==> src/rtl/cas_pipe_pkg.sv <==
package cas_pipe_pkg;
  localparam int MIN_LAT   = 2;
  localparam int MAX_LAT   = 3;
  localparam int LAT_SEL_W = 1;
  localparam int STAGES    = MAX_LAT;
  localparam int DQZ_DLY   = 2;

  typedef struct packed {
    logic [STAGES-1:0] loadSlot;
    logic              blankOut;
  } pipe_ctl_t;
endpackage

==> src/rtl/cas_pipe_ctrl.sv <==
module cas_pipe_ctrl
  import cas_pipe_pkg::*;
(
  input  logic                 clk,
  input  logic                 rstN,
  input  logic [LAT_SEL_W-1:0] latSel,
  input  logic                 rdValid,
  input  logic                 prechg,
  input  logic                 burstStop,
  input  logic                 dqm,
  input  logic                 inFlight,
  output pipe_ctl_t            ctl
);
  logic [LAT_SEL_W-1:0] latCode;
  logic [DQZ_DLY-1:0]   dqmHist;
  logic                 accept;

  // Latency is adopted only with an empty pipe and no beat arriving
  always_ff @(posedge clk or negedge rstN) begin
    if (!rstN)                     latCode <= '0;
    else if (!inFlight && !rdValid) latCode <= latSel;
  end

  generate
    if (DQZ_DLY == 1) begin : g_dqm1
      always_ff @(posedge clk or negedge rstN) begin
        if (!rstN) dqmHist <= '0;
        else       dqmHist <= dqm;
      end
    end else begin : g_dqmN
      always_ff @(posedge clk or negedge rstN) begin
        if (!rstN) dqmHist <= '0;
        else       dqmHist <= {dqmHist[DQZ_DLY-2:0], dqm};
      end
    end
  endgenerate

  assign accept = rdValid && !(prechg || burstStop);

  // Entry slot: latency L enters at stage MAX_LAT-L
  always_comb begin
    ctl.loadSlot = '0;
    for (int i = 0; i < STAGES; i++) begin
      if (accept && (int'(latCode) == MAX_LAT - MIN_LAT - i))
        ctl.loadSlot[i] = 1'b1;
    end
    ctl.blankOut = dqmHist[DQZ_DLY-1];
  end
endmodule

==> src/rtl/cas_pipe_data.sv <==
module cas_pipe_data
  import cas_pipe_pkg::*;
#(
  parameter int DW = 8
) (
  input  logic          clk,
  input  logic          rstN,
  input  pipe_ctl_t     ctl,
  input  logic [DW-1:0] rdData,
  input  logic          dqm,
  input  logic          wrValid,
  input  logic [DW-1:0] wrData,
  output logic          inFlight,
  output logic          dqOe,
  output logic [DW-1:0] dqOut,
  output logic          wrEn,
  output logic [DW-1:0] wrDataOut
);
  logic [STAGES-1:0]         sVal;
  logic [STAGES-1:0][DW-1:0] sDat;
  logic [STAGES-1:0][DW-1:0] shDat;

  generate
    for (genvar i = 0; i < STAGES; i++) begin : g_feed
      if (i == 0) begin : g_head
        assign shDat[i] = '0;
      end else begin : g_body
        assign shDat[i] = sDat[i-1];
      end
    end
  endgenerate

  always_ff @(posedge clk or negedge rstN) begin
    if (!rstN) begin
      sVal <= '0;
      sDat <= '0;
    end else begin
      sVal <= ({sVal[STAGES-2:0], 1'b0} & ~ctl.loadSlot) | ctl.loadSlot;
      for (int i = 0; i < STAGES; i++)
        sDat[i] <= ctl.loadSlot[i] ? rdData : shDat[i];
    end
  end

  assign inFlight = |sVal;

  always_ff @(posedge clk or negedge rstN) begin
    if (!rstN) begin
      dqOe  <= 1'b0;
      dqOut <= '0;
    end else begin
      dqOe  <= sVal[STAGES-1] && !ctl.blankOut;
      dqOut <= (sVal[STAGES-1] && !ctl.blankOut) ? sDat[STAGES-1] : '0;
    end
  end

  assign wrEn      = wrValid && !dqm;
  assign wrDataOut = wrData;
endmodule

==> src/rtl/cas_read_pipe.sv <==
module cas_read_pipe
  import cas_pipe_pkg::*;
#(
  parameter int DW = 8
) (
  input  logic                 clk,
  input  logic                 rstN,
  input  logic [LAT_SEL_W-1:0] latSel,
  input  logic                 rdValid,
  input  logic [DW-1:0]        rdData,
  input  logic                 prechg,
  input  logic                 burstStop,
  input  logic                 dqm,
  input  logic                 wrValid,
  input  logic [DW-1:0]        wrData,
  output logic                 dqOe,
  output logic [DW-1:0]        dqOut,
  output logic                 wrEn,
  output logic [DW-1:0]        wrDataOut
);
  pipe_ctl_t ctl;
  logic      inFlight;

  cas_pipe_ctrl u_ctrl (
    .clk(clk), .rstN(rstN), .latSel(latSel), .rdValid(rdValid),
    .prechg(prechg), .burstStop(burstStop), .dqm(dqm),
    .inFlight(inFlight), .ctl(ctl)
  );

  cas_pipe_data #(.DW(DW)) u_data (
    .clk(clk), .rstN(rstN), .ctl(ctl), .rdData(rdData), .dqm(dqm),
    .wrValid(wrValid), .wrData(wrData), .inFlight(inFlight),
    .dqOe(dqOe), .dqOut(dqOut), .wrEn(wrEn), .wrDataOut(wrDataOut)
  );
endmodule

==> config.mk <==
export PLATFORM = sky130hd
export DESIGN_NAME = cas_read_pipe
export DESIGN_NICKNAME = d
export VERILOG_FILES = /design/src/rtl/cas_pipe_pkg.sv /design/src/rtl/cas_pipe_ctrl.sv /design/src/rtl/cas_pipe_data.sv /design/src/rtl/cas_read_pipe.sv
export SDC_FILE = /design/constraint.sdc
export NUM_CORES = 1
export LEC_CHECK = 0
export ABC_AREA = 1
export BUFFER_PORTS_ARGS = -buffer_cell sky130_fd_sc_hd__buf_2
export CAP_MARGIN = 15
export CELL_PAD_IN_SITES_DETAIL_PLACEMENT = 0
export CELL_PAD_IN_SITES_GLOBAL_PLACEMENT = 1
export CORE_MARGIN = 10
export CORE_UTILIZATION = 38
export DETAILED_ROUTE_END_ITERATION = 16
export PLACE_DENSITY = 0.88
export REMOVE_ABC_BUFFERS = 1
export SKIP_CTS_REPAIR_TIMING = 1
export SYNTH_ARGS = -nofsm -noshare
export SYNTH_HDL_FRONTEND = slang
export SYNTH_SLANG_ARGS = --single-unit
==> constraint.sdc <==
create_clock -name clk -period 1.1 [get_ports clk]
set_input_delay 0.275 -clock clk [delete_from_list [all_inputs] [get_ports clk]]
set_output_delay 0.275 -clock clk [all_outputs]
set_load 0.005 [all_outputs]
# ---- Word-level counts from Yosys, hierarchy flattened
# Index checks and enable logic that the tools add are counted.
dict set report classes {
  n_mux 5
  bitwise 4
  reduce_logical 13
}
# op n
set ops {}
lappend ops {{$mux W8} 3}
lappend ops {{$logic_and A1 B1 Y1} 6}
lappend ops {{$logic_not A1 Y1} 5}
lappend ops {{$and A3 B3 Y3} 1}
lappend ops {{$not A2 Y3} 1}
lappend ops {{$or A3 B2 Y3} 1}
lappend ops {{$reduce_or A3 Y1} 1}
lappend ops {{$mux W1} 2}
lappend ops {{$logic_or A1 B1 Y1} 1}
lappend ops {{$not A1 Y1} 1}
dict set report totals {
  inputBits 24
  wordCells 30
  register_bits 39
  output_inout_bits 18
}

# ---- Longest topological paths before layout
dict set report logic_depth {
  word_depth 8
  depth_mapped 5
  mapped_depth_nobuf 4
}

# ---- Modules after synthesis
# A second synthesis with hierarchy kept.
dict set report hier_totals {
  hier_cells 155
  area_unflattened_um2 1483.9
}
# mod cells_per_inst n_inst area_each_um2 seq_area_each_um2
set by_module_without_submodules {}
lappend by_module_without_submodules {cas_pipe_data 140 1 1355.0 900.9}
lappend by_module_without_submodules {cas_pipe_ctrl 15 1 128.9 75.1}

# ---- Worst setup path before layout
# Ideal clock, no wire load.
dict set report synth_timing {
  path_kind {register to register}
  startpoint {register u_ctrl.latCode}
  endpoint {register u_data.sDat[10] in the netlist's numbering}
  path_buffers 0
  setup_ns 0.117
  t_required_ns 0.983
  t_arrival_ns 0.769
  synth_period_minus_slack_ns 0.886
  stages_incl_launch_ff 5
  slack_ns 0.214
  path_cell_list {dfrtp_1 inv_2 nand3_4 nand2_1 nand2_1}
}
dict set report synth_via {
  elab_chain_cells 4
}
# item line_no
set synth_rtl {}
lappend synth_rtl {{start, declared} cas_pipe_ctrl.sv:14} ;# logic [LAT_SEL_W-1:0] latCode;
lappend synth_rtl {{start signal, assigned} cas_pipe_ctrl.sv:21} ;# else if (!inFlight && !rdValid) latCode <= latSel;
lappend synth_rtl {{$not A1 Y1} cas_pipe_ctrl.sv:44} ;# if (accept && (int'(latCode) == MAX_LAT - MIN_LAT - i))
lappend synth_rtl {{$logic_and A1 B1 Y1} cas_pipe_ctrl.sv:44}
lappend synth_rtl {{$mux W1} cas_pipe_ctrl.sv:44}
lappend synth_rtl {{$mux W8} cas_pipe_data.sv:40} ;# sDat[i] <= ctl.loadSlot[i] ? rdData : shDat[i];
lappend synth_rtl {{end signal, assigned by index} cas_pipe_data.sv:40}
lappend synth_rtl {{end, declared} cas_pipe_data.sv:20} ;# logic [STAGES-1:0][DW-1:0] sDat;
# No other way between the ends.
# A chain may end at the register's enable or synchronous reset.

# ---- Worst setup path after layout
dict set report layout_timing {
  startpoint {register u_data.dqOut[0]}
  endpoint {output port dqOut[0]}
}
# item line_no
set layout_rtl {}
lappend layout_rtl {{start, declared} cas_pipe_data.sv:15} ;# output logic [DW-1:0] dqOut,
lappend layout_rtl {{start signal, assigned} cas_pipe_data.sv:52} ;# dqOut <= (sVal[STAGES-1] && !ctl.blankOut) ? sDat[STAGES-1] : '0;
lappend layout_rtl {{end, declared} cas_read_pipe.sv:17} ;# output logic [DW-1:0] dqOut,
# No word-level cell between the ends.

==> impl_results.md <==
- DRC violations left: 0
- Gpl congestion: 0.734
- Cells along the critical path: buf_2
- Nets: 172
- Final Skew: 0.00643 ns
- Distinct cell type count after synthesis: 11
- Area leader, netlist: dfrtp_1
- Vias in the first global route: 873
- First-pass GRT wire length: 3.94 mm
- Pre-CTS WS: 0.107 ns
- R2R setup slack: 0.17 ns
- Post-Synth Simple-Gate Area: 0.186
- Initial antenna violation count: 0
- Die X: 80.5 um
- Synth Area in Adders: 0
- Die outline height: 80.5 um
- Vias: 854
- Kind of cell adding the most delay to the critical path: flip-flops
- H-Tree Depth: 2
- Core ar.: 0.00344 mm^2
- Slew @ Worst Pin: 0.239 ns
- DRT antenna net count: 0
- Antenna cells: 0
- Routed WL per cell: 11.6 um
- Final period util: 0.950
- Leak: 0.000915 uW
- Initial Utilization: 0.405
- Min Tclk post-route: 1.04 ns
- Cells after synthesis: 122
- Row cnt: 21
- CTS tree: done
- Synth top area share: 0.701
- Required time of the critical path: 0.82 ns
- Mapped Area: 0.00139 mm^2
- Post-place instance area: 0.00153 mm^2
- Clock Sink Count: 39
- Final Hold Fails: 0
- Max IR drop VDD: 0.757 mV
- Largest family of logic cells by synthesized area: simple AND/OR/NAND/NOR gates
- Top cells by area, synth: dfrtp_1 (70%), inv_1 (5.9%), nand2_1 (5.1%), nor2_1 (5.1%), buf_4 (4.3%)
- Post-DP HPWL: 1.66 mm
- Share of cells above drive strength 1: 0.257
- Fmax achieved: 957 MHz
- CP max stage cell: dfrtp_1
- Worst Path Buf+Inv: 1
- Xor and xnor area share after synthesis: 0
- Largest net degree at the start of global routing: 40
- RSZ-0062 raised after global routing: no
- Cell with the most instances after synthesis: dfrtp_1
- Crit. End Element: output pin
- Mapped Avg Cell Area: 11.4 um^2
- Power per cell area: 1630 mW/mm^2
- Fin Hold WS: 0.111 ns
- DR iter-0 viols: 55
- CP peak stage delay: 0.36 ns
- Final Cell Area: 0.00163 mm^2
- Syn. warnings: 0
- Total track usage: 0.0791
- Most instantiated cells after synthesis: dfrtp_1 (39), inv_1 (22), nand2_1 (19), nor2_1 (19), nand4_1 (9)
- Root Buffer: clkbuf_8
- Final WS setup: 0.0551 ns
- CTS max path bufs: 2
- Top_reg_cell synth: dfrtp_1
- Worst EP arrival: 0.77 ns
- Final TNS setup: 0 ns
- CP Launch Type: flop
- Full die area: 0.00649 mm^2
- CTS clk-pin slew, worst paths: 0.07 ns
- Routed WL: 2.26 mm
- Compound-Gate Fraction of Synth Area: 0
- Fillers: 317
- Number of flops mapped to enable cells by yosys: 0
- Asr flop ratio synth: 1.00
- CP Class: flop to output pin
- Rel. slew slack: 0.841
- Mux cell area share after synthesis: 0
- Initial DRT Pass Iterations: 3
- Synthesis-stage register bit count: 39
- Port Buffer Count: 25
- HP Class: primary input to flop
- Post-synthesis sequential area ratio: 0.701
- Vias per inst: 4.40
- Total congestion overflow: 0
- Status: complete, no violations
- Area Overhead vs Synth: 17.0%
- Clk Latency, worst-skew pair: 0.28 ns
- Max Slew Vio Count: 0
- Final setup viols: 0
- Io pins: 42
- Crit-path max FO: 1
- Num CTS Buffers: 5
- Maximum capacitance violations: 0
-- per-layer routing --
| metal | GRT usage | wire length [um] | vias to the layer above |
|---|---|---|---|
| li1 | - | - | 408 |
| met5 | 0 | 0 | - |
| met4 | 0.0528 | 53 | 0 |
| met3 | 0.0512 | 226 | 4 |
| met1 | 0.0802 | 939 | 403 |
| met2 | 0.117 | 1040 | 39 |
-- worst reg2reg max path: cells and delay by family, from the launching register on --
family / cells / cell delay (ns)
and+or+nand+nor: 3 / 0.27
DFF: 1 / 0.40
buffers and inverters: 1 / 0.16
-- kinds of logic after synthesis --
kind of cell	count (synthesis)
buf+inv	32
simple gates	51
flops	39
-- through the flow --
step                cells  utilization  total power (uW)
global placement      186        0.445              1720
detailed placement    186        0.445              1730
CTS                   193        0.470              2680
global route          194        0.473              2780
floorplan             113            -              1620
finish                194        0.473              2650
-- sequential cells by signal (all words and copies together) (netlist names) --
| signal | flops |
|---|---|
| u_data.sDat | 24 |
| u_data.dqOut | 8 |
| u_data.sVal | 3 |
| u_ctrl.dqmHist | 2 |
| u_ctrl.latCode | 1 |
| u_data.dqOe | 1 |
-- worst paths after layout --
check,startpoint,end,cells after the start
setup / recovery,u_data.dqOut[0],dqOut[0],1
hold / removal,dqm,u_ctrl.dqmHist[0],1
setup reg to reg,u_ctrl.latCode,u_data.sDat[11],4
hold reg to reg,u_data.sDat[9],u_data.sDat[17],0
max in group asynchronous,rstN,u_data.sDat[10],3
min in group asynchronous,rstN,u_data.dqOe,3
-- placed cells by master, fill, tap and decap left out --
| cell | n |
|---|---|
| nand3_1 | 1 |
| clkinv_2 | 1 |
| nand4_1 | 9 |
| nand3_4 | 2 |
| nor2_8 | 1 |
| buf_12 | 1 |
| inv_2 | 1 |
| nor2_1 | 19 |
| nand2_1 | 19 |
| clkbuf_8 | 6 |
| inv_1 | 22 |
| dlygate4sd3_1 | 1 |
| buf_2 | 25 |
| dfrtp_1 | 39 |
| buf_4 | 1 |
-- power by group --
group | total, uW | internal (uW) | switching (uW) | leakage, uW
registers | 1510 | 1490 | 18.4 | 0.000532
clock network | 942 | 491 | 451 | 0.0000470
logic | 199 | 71.4 | 128 | 0.000336
total | 2650 | 2050 | 597 | 0.000915
-- layout make-up --
| type | instances | area [um^2] | area share |
|---|---|---|---|
| flip-flops and latches | 39 | 976 | 0.599 |
| multi-input cells | 51 | 259 | 0.159 |
| repair buffers | 28 | 163 | 0.0998 |
| inverters | 23 | 86.3 | 0.0530 |
| clock buffers | 6 | 82.6 | 0.0507 |
| well taps | 46 | 57.6 | 0.0353 |
| clock inverters | 1 | 5.00 | 0.00307 |
(Power assumes the default switching activity.)
